**src/rtl/tmr_event_irq.sv**
```systemverilog
`timescale 1ns/1ps
module tmr_event_irq #(
  parameter int TIME_W = 64,
  parameter int DATA_W = 32,
  parameter int ADDR_W = 3
) (
  input  logic              clk,
  input  logic              rst_n,
  input  logic [TIME_W-1:0] time_ns,
  input  logic [1:0]        trig_in,
  input  logic [1:0]        alarm_hit,
  input  logic [2:0]        pps_hit,
  input  logic              reg_wr,
  input  logic [ADDR_W-1:0] reg_addr,
  input  logic [DATA_W-1:0] reg_wdata,
  output logic [DATA_W-1:0] reg_rdata,
  output logic              irq
);
  localparam int HI_W = TIME_W - DATA_W;
  localparam logic [DATA_W-1:0] EV_VALID = DATA_W'(32'h0303_00E0);
  localparam logic [ADDR_W-1:0] A_EVENT = ADDR_W'(0);
  localparam logic [ADDR_W-1:0] A_MASK  = ADDR_W'(1);
  localparam logic [ADDR_W-1:0] A_CTRL  = ADDR_W'(2);
  localparam logic [ADDR_W-1:0] A_T1HI  = ADDR_W'(4);
  localparam logic [ADDR_W-1:0] A_T1LO  = ADDR_W'(5);
  localparam logic [ADDR_W-1:0] A_T2HI  = ADDR_W'(6);
  localparam logic [ADDR_W-1:0] A_T2LO  = ADDR_W'(7);

  logic [DATA_W-1:0] ev_q, mask_q, ev_set, ev_clr, ctrl_word;
  logic [1:0] trig_pol, s1, s2, s3, trig_edge;
  logic [TIME_W-1:0] cap_q [2];

  genvar g;
  generate
    for (g = 0; g < 2; g++) begin : g_trig
      always_ff @(posedge clk or negedge rst_n) begin
        if (!rst_n) begin
          s1[g] <= 1'b0;
          s2[g] <= 1'b0;
          s3[g] <= 1'b0;
        end else begin
          s1[g] <= trig_in[g];
          s2[g] <= s1[g];
          s3[g] <= s2[g];
        end
      end

      assign trig_edge[g] = trig_pol[g] ? (~s2[g] & s3[g]) : (s2[g] & ~s3[g]);

      always_ff @(posedge clk or negedge rst_n) begin
        if (!rst_n)            cap_q[g] <= '0;
        else if (trig_edge[g]) cap_q[g] <= time_ns;
      end

      p_capture_time_r5: assert property (@(posedge clk) disable iff (!rst_n)
        trig_edge[g] |=> (cap_q[g] == $past(time_ns)) && ev_q[24+g]);
      p_capture_hold_r9: assert property (@(posedge clk) disable iff (!rst_n)
        !trig_edge[g] |=> $stable(cap_q[g]));
    end
  endgenerate

  always_comb begin
    ev_set     = '0;
    ev_set[24] = trig_edge[0];
    ev_set[25] = trig_edge[1];
    ev_set[16] = alarm_hit[0];
    ev_set[17] = alarm_hit[1];
    ev_set[7]  = pps_hit[0];
    ev_set[6]  = pps_hit[1];
    ev_set[5]  = pps_hit[2];
  end

  assign ev_clr = (reg_wr && reg_addr == A_EVENT) ? (reg_wdata & EV_VALID) : '0;

  always_ff @(posedge clk or negedge rst_n) begin
    if (!rst_n) begin
      ev_q     <= '0;
      mask_q   <= '0;
      trig_pol <= '0;
      irq      <= 1'b0;
    end else begin
      ev_q <= (ev_q & ~ev_clr) | ev_set;
      if (reg_wr && reg_addr == A_MASK) mask_q   <= reg_wdata & EV_VALID;
      if (reg_wr && reg_addr == A_CTRL) trig_pol <= reg_wdata[9:8];
      irq <= |(ev_q & mask_q);
    end
  end

  always_comb begin
    ctrl_word      = '0;
    ctrl_word[9:8] = trig_pol;
    case (reg_addr)
      A_EVENT: reg_rdata = ev_q;
      A_MASK:  reg_rdata = mask_q;
      A_CTRL:  reg_rdata = ctrl_word;
      A_T1HI:  reg_rdata = DATA_W'(cap_q[0][TIME_W-1 -: HI_W]);
      A_T1LO:  reg_rdata = cap_q[0][DATA_W-1:0];
      A_T2HI:  reg_rdata = DATA_W'(cap_q[1][TIME_W-1 -: HI_W]);
      A_T2LO:  reg_rdata = cap_q[1][DATA_W-1:0];
      default: reg_rdata = '0;
    endcase
  end

  p_alarm_sets_r2: assert property (@(posedge clk) disable iff (!rst_n)
    alarm_hit[0] |=> ev_q[16]);
  p_pending_sticky_r3: assert property (@(posedge clk) disable iff (!rst_n)
    (ev_q[24] && !(reg_wr && reg_addr == A_EVENT)) |=> ev_q[24]);
  p_quiet_mask_r4: assert property (@(posedge clk) disable iff (!rst_n)
    (mask_q == '0) |=> !irq);
endmodule

```
**config.mk**
```make
export PLATFORM = sky130hd
export DESIGN_NAME = tmr_event_irq
export DESIGN_NICKNAME = d
export VERILOG_FILES = /design/src/rtl/tmr_event_irq.sv
export SDC_FILE = /design/constraint.sdc
export NUM_CORES = 1
export LEC_CHECK = 0
export ABC_AREA = 1
export BUFFER_PORTS_ARGS = -buffer_cell sky130_fd_sc_hd__buf_2
export CAP_MARGIN = 20
export CORE_ASPECT_RATIO = 0.5
export CORE_MARGIN = 3
export CORE_UTILIZATION = 55
export CTS_CLUSTER_DIAMETER = 80
export CTS_CLUSTER_SIZE = 10
export DETAILED_ROUTE_END_ITERATION = 16
export PLACE_DENSITY = 0.8
export SLEW_MARGIN = 10
export SYNTH_ARGS = -nofsm -noshare
export SYNTH_HDL_FRONTEND = slang
export SYNTH_SLANG_ARGS = --single-unit
```
**constraint.sdc**
```tcl
create_clock -name clk -period 3.1 [get_ports clk]
set_clock_uncertainty 0.05 [all_clocks]
set_input_delay 0.155 -clock clk [delete_from_list [all_inputs] [get_ports clk]]
set_output_delay 0.155 -clock clk [all_outputs]
set_load 0.005 [all_outputs]
```
* Word-level counts from Yosys, hierarchy flattened *
Cells that the tools add are included.

storage, ports and cells
  memories kept = 0
  logic and storage cells = 39
  bits in latches = 0
  RAM bits = 0
  memory bits (read-only) = 0
  flip-flop bits (word level) = 176

cells by class
  shifts and indexed selects = 0
  div/mod/pow operators = 0
  reduce and logical (&&, ||, !) cells = 5
  add/subtract/negate cells = 0
  equal/unequal tests = 6
  $mul = 0
  mux-type cells = 4
  bitwise logic cells = 12
  order comparisons = 0

operator list
  cell                                           number
  one-hot mux 32 bit (7 select lines)            1
  bitwise AND 32 x 26 -> 32 bit                  1
  bitwise AND 32 bit                             1
  inverter 26 -> 32 bit                          1
  OR 32 x 26 -> 32 bit                           1
  OR reduction 32 bit                            1
  2-to-1 mux 26 bit                              1
  == test 3 bit, second input constant           4
  bitwise AND 1 bit                              4
  inverter 1 bit                                 4
  == test 3 x 1 -> 1 bit, second input constant  1
  == test 3 x 2 -> 1 bit, second input constant  1
  logical AND 1 bit                              3
  zero test 3 bit                                1
  2-to-1 mux 1 bit                               2

* Logic depth before layout (Yosys ltp) *
Gate-level depths: netlist of run 1.

  word-level depth = 6
  depth in mapped cells = 8
  gate-level depth less buffers = 6

* Worst setup path after synthesis of run 1 *
OpenSTA, ideal clock, no wires.

  path kind = register to register
  start = reg s2[0]
  end = reg cap_q[110] in the netlist's numbering
  stages on the path, launching flop included = 9
  buffers on the path = 2
  arrival = 1.007 ns
  period minus slack after synthesis = 1.174 ns
  library setup time = 0.117 ns
  slack = 1.926 ns
  path through = dfrtp_1 > inv_1 > nor2_1 > nand2_2 > nand2_2 > buf_6 > buf_6 > nand2_1 > nand2_1

on the way
  word-level cells in the longest chain between the ends = 3

ends and longest elaborated chain
  what                               RTL line  text
  from (decl)                        30        logic [1:0] trig_pol, s1, s2, s3, trig_edge;
  from (signal, indexed assignment)  43        s2[g] <= s1[g];
  inverter 1 bit                     48        assign trig_edge[g] = trig_pol[g] ? (~s2[g] & s3[g]) : (s2[g] & ~s3[g]);
  bitwise AND 1 bit                  48
  2-to-1 mux 1 bit *                 48
  to (signal, indexed assignment)    52        else if (trig_edge[g]) cap_q[g] <= time_ns;
  to (decl)                          31        logic [TIME_W-1:0] cap_q [2];

Mark *: on every way between the ends. The rest lies on a longest branch, timed or not.
A chain may end at the register's enable or synchronous reset.

* Worst setup path in the final report of run 1 *
  start = in reg_addr[0]
  end = out reg_rdata[21]

on the way
  word-level cells in the longest chain between the ends = 2

ends and longest elaborated chain
  what                                   RTL line  text
  from (decl)                            14        input logic [ADDR_W-1:0] reg_addr,
  == test 3 bit (tied with other cells)  92        case (reg_addr)
  one-hot mux 32 bit (7 select lines) *  92
  to (decl)                              16        output logic [DATA_W-1:0] reg_rdata,

Marked as above.

==> results of run 1 <==
## layout by cell type (no fill, tap or decap), types with 17 or more instances in the layout
master	instances
buf_2	117
clkbuf_16	17
dfrtp_1	151
dlygate4sd3_1	83
inv_1	68
nand2_1	286
nand3_1	174
nand4_1	32
nor2_1	91
o21ai_0	51
## repair_timing
item	CTS	global route
endpoints found under the hold margin	225	0
setup buffers	0	0
hold buffers	83	0
endpoints found under the setup margin	0	0
resized for setup	0	0
## worst register-to-register path, stage by stage (launching register included)
cell     delay (ps)
dfrtp_1         380
inv_1            80
nand3_1          70
buf_4           220
nand2_4         770
o21ai_0         280
## power breakdown
| part | total, mW | switching [mW] | internal [mW] |
|---|---|---|---|
| sequential | 2.66 | 0.222 | 2.44 |
| combinational | 1.18 | 0.717 | 0.468 |
| clock | 2.09 | 0.887 | 1.20 |
## registers in the layout, summed over array words and instances, names as in the netlist
name / count
trig_pol: 2
s2: 2
mask_q: 7
s3: 2
s1: 2
cap_q: 128
ev_q: 7
irq: 1
## cells in the mapped netlist (all sizes together)
cell type	number	area, um2
buf	50	299
clkbuf	14	52.6
dfrtp	151	3780
inv	71	269
nand2	289	1090
nand3	177	901
nand4	32	200
nor2	93	364
o21ai	51	255
## per-layer routing
| layer | global-route usage (%) | vias up | wire length (um) |
|---|---|---|---|
| met5 | 0 | - | 0 |
| met4 | 12.1 | 0 | 534 |
| met3 | 5.03 | 55 | 1400 |
| met2 | 47.1 | 309 | 9500 |
| met1 | 38.7 | 3331 | 8450 |
| li1 | - | 3312 | - |
## stage by stage
step                      setup WS (ps)  cell area, um2  power [mW]  cells
final                              1070            9200        5.93   1276
after global routing                888            9200        6.28   1276
after CTS                          1110            9200        5.94   1276
after detailed placement           1120            7770        3.77   1161
after global placement             1160            7770        3.70   1161
after floorplan                    1930            7210        3.38    928
## area by class of cell
class	count	area (um2)	share of cell area, %
inverters	71	269	2.92
clock buffers	17	425	4.62
repair buffers	215	1530	16.7
clock inverters	15	169	1.84
flip-flops and latches	151	3780	41.1
well taps	165	206	2.24
multi-input cells	642	2820	30.6
## worst max-delay path by stage
stage	endpoint	slack [ps]	startpoint
3_5_place_dp	cap_q[63]$_DFFE_PN0P_	1120	s2[1]$_DFF_PN0_
4_1_cts	cap_q[44]$_DFFE_PN0P_	1110	s2[1]$_DFF_PN0_
3_3_place_gp	reg_rdata[0]	1160	reg_addr[1]
2_1_floorplan	cap_q[110]$_DFFE_PN0P_	1930	s2[0]$_DFF_PN0_
6_report	reg_rdata[21]	1070	reg_addr[0]
5_1_grt	cap_q[3]$_DFFE_PN0P_	890	s2[1]$_DFF_PN0_
## cells by family after synthesis
family          share of synthesized area [%]
simple gates                             35.4
flops                                    52.4
buf+inv                                  8.61
compound gates                           3.54
==> metrics.yaml, run 1 <==
detailed_routing:
  drtAntennaViolNets: 0
  wirelength_um: 19900
  wl_per_cell_um: 15.6
  dr.pass1.iters: 5
  first_iter_violations: 745
  vias: 7007
  drc: 0
  routed_via_density: 5.49
final_layout:
  area_growth_pct: 27.6
  n_fill_cell: 926
  layout.nets: 1207
  fin_util_pct: 74.8
  diodes: 0
  drive_above_1_share_pct: 15.8
place:
  io_buffers: 118
  place_congestion: 0.847
  hpwl_um: 11400
status:
  outcome: "finished clean"
critical_path:
  start_kind: "input pin"
  critPathMaxStageDelay_ps: 400
  worstPathCellList: "buf_2 > inv_4 > nor2_4 > buf_4 > nand3_1 > nand3_1 > buf_2"
  rr_endpoint: "cap_q[44]$_DFFE_PN0P_"
  reg2reg_slack_ps: 1080
  critPathMaxFanout: 19
  required_ps: 2890
  cp_top_family: "buffers and inverters"
  r2r-start: "s2[1]$_DFF_PN0_"
  path_class: "in2out"
  arrival_ps: 1820
  endpoint_kind: "output port"
  path_buf_inv: 4
  cp_num_cells: 7
  reg2reg_depth: 5
  critPathSlowestCell: "nor2_4"
sta:
  setup_viol_count_final: 0
  fin_tns_setup_ps: 0
  rsz0062_at_grt: "false"
  finalHoldWorstSlack_ps: 109
  worst_pin_slew_ps: 1060
  slew_violations: 0
  max_freq_mhz: 493
  relSlewSlack_pct: 29.2
  post-route-period-util_pct: 65.5
  hold_viol: 0
  period_needed_ps: 2030
clock_network:
  clock-sinks: 151
  cts.path.max_buffers: 2
  insertion_delay_ps: 420
  cts_root_buffer: "clkbuf_16"
  numCtsBuffers: 17
  path_clk_slew_ps: 70
  cts_tree: "yes"
  htreeDepth: 4
yosys:
  synth_seq_area_share_pct: 52.4
  syn-instance-count: 928
  ys_types: 17
  ys_ff_latch: 151
  syn_avg_cell_area_um2: 7.77
  syn_area_mm2: 0.00721
  ys_warn_count: 0
  syn_nets: 1037
pwr:
  power_density_mw_per_mm2: 645
  leakage_nw: 4.80
  irDropWorstVdd_uv: 383
floorplanning:
  die_h_um: 87.0
  die_area_mm2: 0.0146
  pin_count: 142
  start_util_pct: 58.6
  core-area_mm2: 0.0123
  rows: 28
  fp.dieW_um: 168
global_routing:
  grt_max_degree: 111
  grt_pass1_wl_um: 33800
  grt_pass1_vias: 6930
  antenna_found_initial: 0
  grtUsageTotal_pct: 28.8
  overflow: 0
flow_run:
  cap_viol_max_count: 0
worst_hold_path:
  hold_start: "reg_wr"
  hold_path_depth: 4
  min_to: "ev_q[17]$_DFF_PN0_"
  hold_path.class: "in2reg"
Power figures use the tool's default switching activity.
==> inputs of run 2 (changes only) <==
--- a/config.mk
+++ b/config.mk
@@ -5,16 +5,16 @@
 export SDC_FILE = /design/constraint.sdc
 export NUM_CORES = 1
 export LEC_CHECK = 0
-export ABC_AREA = 1
+export ABC_AREA = 0
 export BUFFER_PORTS_ARGS = -buffer_cell sky130_fd_sc_hd__buf_2
 export CAP_MARGIN = 20
 export CORE_ASPECT_RATIO = 0.5
 export CORE_MARGIN = 3
-export CORE_UTILIZATION = 55
+export CORE_UTILIZATION = 50
 export CTS_CLUSTER_DIAMETER = 80
 export CTS_CLUSTER_SIZE = 10
 export DETAILED_ROUTE_END_ITERATION = 16
-export PLACE_DENSITY = 0.8
+export PLACE_DENSITY = 0.77
 export SLEW_MARGIN = 10
 export SYNTH_ARGS = -nofsm -noshare
 export SYNTH_HDL_FRONTEND = slang
==> constraint.sdc (replaced) <==
create_clock -name clk -period 1.8 [get_ports clk]
set_clock_uncertainty 0.05 [all_clocks]
set_input_delay 0.09 -clock clk [delete_from_list [all_inputs] [get_ports clk]]
set_output_delay 0.09 -clock clk [all_outputs]
set_load 0.005 [all_outputs]
==> run 2 against run 1 <==
Area after synthesis fell by 4.7%; sequential share of layout area rose by 0.30 points; first-iteration DRC count fell by 74%; final cell count fell by 35%; wire length fell by 21%; sequential cell count did not move; critical endpoint is now reg_rdata[8].
==> metrics.yaml, run 2 <==
final_layout:
  largest_reg_flops: 128  # unchanged
  diodes: 0  # unchanged
  design_area_mm2: 0.00913  # -0.73%
  reg.largest.list: "cap_q (128), ev_q (7), mask_q (7)"
  regMostFlops: "cap_q"
  n_fill_cell: 877  # -5.3%
  drive_above_1_share_pct: 51.1  # +35 points
  layout_commonest_cell: "dfrtp_1"
  multi_input_area_mm2: 0.00286  # +1.4%
  area_growth_pct: 32.9
  layout.nets: 757  # -37%
  layout_common_cells: "151 x dfrtp_1, 146 x mux2_2, 117 x buf_2, 86 x dlygate4sd3_1, 24 x and2_1"
  ff_latch_area_mm2: 0.00378  # unchanged
yosys:
  syn_nets: 549  # -47%
  ys_types: 31  # +14
  synth_commonest_cells: "151 x dfrtp_1, 146 x mux2_2, 24 x and2_1"
  syn_avg_cell_area_um2: 15.6  # +100%
  synth_top_cell_area_share_pct: 55.0  # +2.6 points
  async_flop_share_pct: 100  # unchanged
  synth_edf_count: 0  # unchanged
  yosys.area.top_type: "dfrtp_1"
  synth_seq_area_share_pct: 55.0  # +2.6 points
  ys_warn_count: 0  # unchanged
  synth_ff_type: "dfrtp_1"
  syn-instance-count: 440  # -53%
  synthTopCellsByArea: "dfrtp_1 55%, mux2_2 24%, mux4_2 6.6%"
  ys_ff_latch: 151  # unchanged
  syn_area_mm2: 0.00687  # -4.7%
  post-synth-top-count-cell: "dfrtp_1"
floorplanning:
  die_h_um: 88.9  # +2.2%
  die_area_mm2: 0.0153  # +4.6%
  pin_count: 142  # unchanged
  core-area_mm2: 0.0130  # +5.9%
  start_util_pct: 52.8  # -5.9 points
  rows: 29  # +3.6%
  fp.dieW_um: 172  # +2.3%
clock_network:
  clock-sinks: 151  # unchanged
  path_clk_slew_ps: 60  # about the same
  cts_tree: "yes"
  cts_root_buffer: "clkbuf_16"
  post_cts_buffers: 0  # unchanged
  numCtsBuffers: 17  # unchanged
  insertion_delay_ps: 410  # about the same
  cts.path.max_buffers: 2  # unchanged
  htreeDepth: 4  # unchanged
flow_run:
  cap_viol_max_count: 0  # unchanged
sta:
  hold_viol: 0  # unchanged
  setup_viol_count_final: 0  # unchanged
  slew_violations: 0  # unchanged
  rsz0062_at_grt: "false"
  max_freq_mhz: 581
  worst_pin_slew_ps: 492  # -569 ps
  relSlewSlack_pct: 67.0  # +38 points
  post-route-period-util_pct: 95.7
  period_needed_ps: 1720
  fin_ws_ps: 77.4  # -993 ps
  fin_tns_setup_ps: 0  # unchanged
global_routing:
  antenna_found_initial: 0  # unchanged
  grt_max_degree: 54  # -51%
  grtUsageTotal_pct: 21.7  # -7.1 points
  grt_pass1_wl_um: 25400  # -25%
  grt_pass1_vias: 4997  # -28%
  overflow: 0  # unchanged
detailed_routing:
  dr.pass1.iters: 5  # unchanged
  wl_per_cell_um: 18.9  # +21%
  routed_via_density: 5.48  # -0.28%
  first_iter_violations: 196  # -74%
  vias: 4545  # -35%
  wirelength_um: 15600  # -21%
  drtAntennaViolNets: 0  # unchanged
  drc: 0  # unchanged
pwr:
  irDropWorstVdd_uv: 733  # +91%
  power_density_mw_per_mm2: 1230  # +90%
  power_mw: 11.2  # +89%
  leakage_nw: 3.91  # -19%
place:
  dpl_cell_area_mm2: 0.00765  # -1.6%
  hpwl_um: 9830  # -13%
  place_congestion: 0.776  # -8.4%
  io_buffers: 118  # unchanged
  dpl_worst_slack_ps: 201  # -916 ps
worst_hold_path:
  hold_path.class: "in2reg"
  hold_start: "reg_wr"
critical_path:
  critPathMaxFanout: 2  # -17
  arrival_ps: 1580  # -240 ps
  path_class: "reg2out"
  endpoint_kind: "output port"
  required_ps: 1660  # -1230 ps
  critPathLaunch: "cap_q[8]$_DFFE_PN0P_"
  r2r-start: "s3[0]$_DFF_PN0_"
  start_kind: "register"
status:
  outcome: "finished clean"
==> run 2: final cells by class <==
type	instances	area share (%)
Sequential cell	151	41.4
Multi-Input combinational cell	259	31.3
Timing Repair Buffer	219	18.3
Clock buffer	20	4.78
Tap cell	170	2.33
Clock inverter	11	1.92
==> run 2: logic make-up (layout without fill, tap and decap cells) <==
| group | count (synthesis) | in the layout | share of synthesized area (%) |
|---|---|---|---|
| AO/OA/AOI/OAI | 36 | 36 | 3.80 |
| buffers and inverters | 30 | 250 | 3.95 |
| flip-flops | 151 | 151 | 55.0 |
| multiplexers | 177 | 177 | 33.1 |
| AND/OR/NAND/NOR | 46 | 46 | 4.17 |
==> run 2: final timing paths <==
kind	end	slack, ps	cells past startpoint
min	ev_q[24]$_DFF_PN0_	120	4
max	reg_rdata[8]	80	4
min reg2reg	s2[0]$_DFF_PN0_	300	0
max in group asynchronous	cap_q[25]$_DFFE_PN0P_	890	3
max reg2reg	cap_q[124]$_DFFE_PN0P_	180	4
min in group asynchronous	cap_q[32]$_DFFE_PN0P_	140	2
==> run 2: what timing repair did <==
action | in CTS | in global routing
endpoints found under the hold margin | 199 | 0
hold buffers | 86 | 0
resized for setup | 0 | 2
setup endpoints to repair | 0 | 2
==> run 2: power breakdown <==
group          total [mW]  internal [mW]  switching (mW)
Sequential           4.93           4.40           0.528
Combinational        2.58           1.68           0.900
Clock                3.70           2.32            1.38
==> run 2: worst max-delay path, cell delays in order, from the launching register on <==
cell     delay [ps]
dfrtp_1         380
mux4_2          470
nand2_1          90
o31ai_1          90
buf_2           150
==> run 2: stage by stage <==
step / hold WS [ps] / util, % / instances
finish: 120 / 70.1 / 830
global route: 128 / 70.1 / 830
CTS: 106 / 70.0 / 830
detailed placement: 21.6 / 58.7 / 713
global placement: 21.7 / 58.7 / 713
floorplan: -256 / - / 440
==> run 2: per-layer routing <==
layer	GRT usage, %	up-vias	routed length [um]
met3	4.77	9	677
li1	-	2053	-
met5	0	-	0
met2	38.8	106	8150
met1	27.5	2377	6730
met4	5.50	0	93
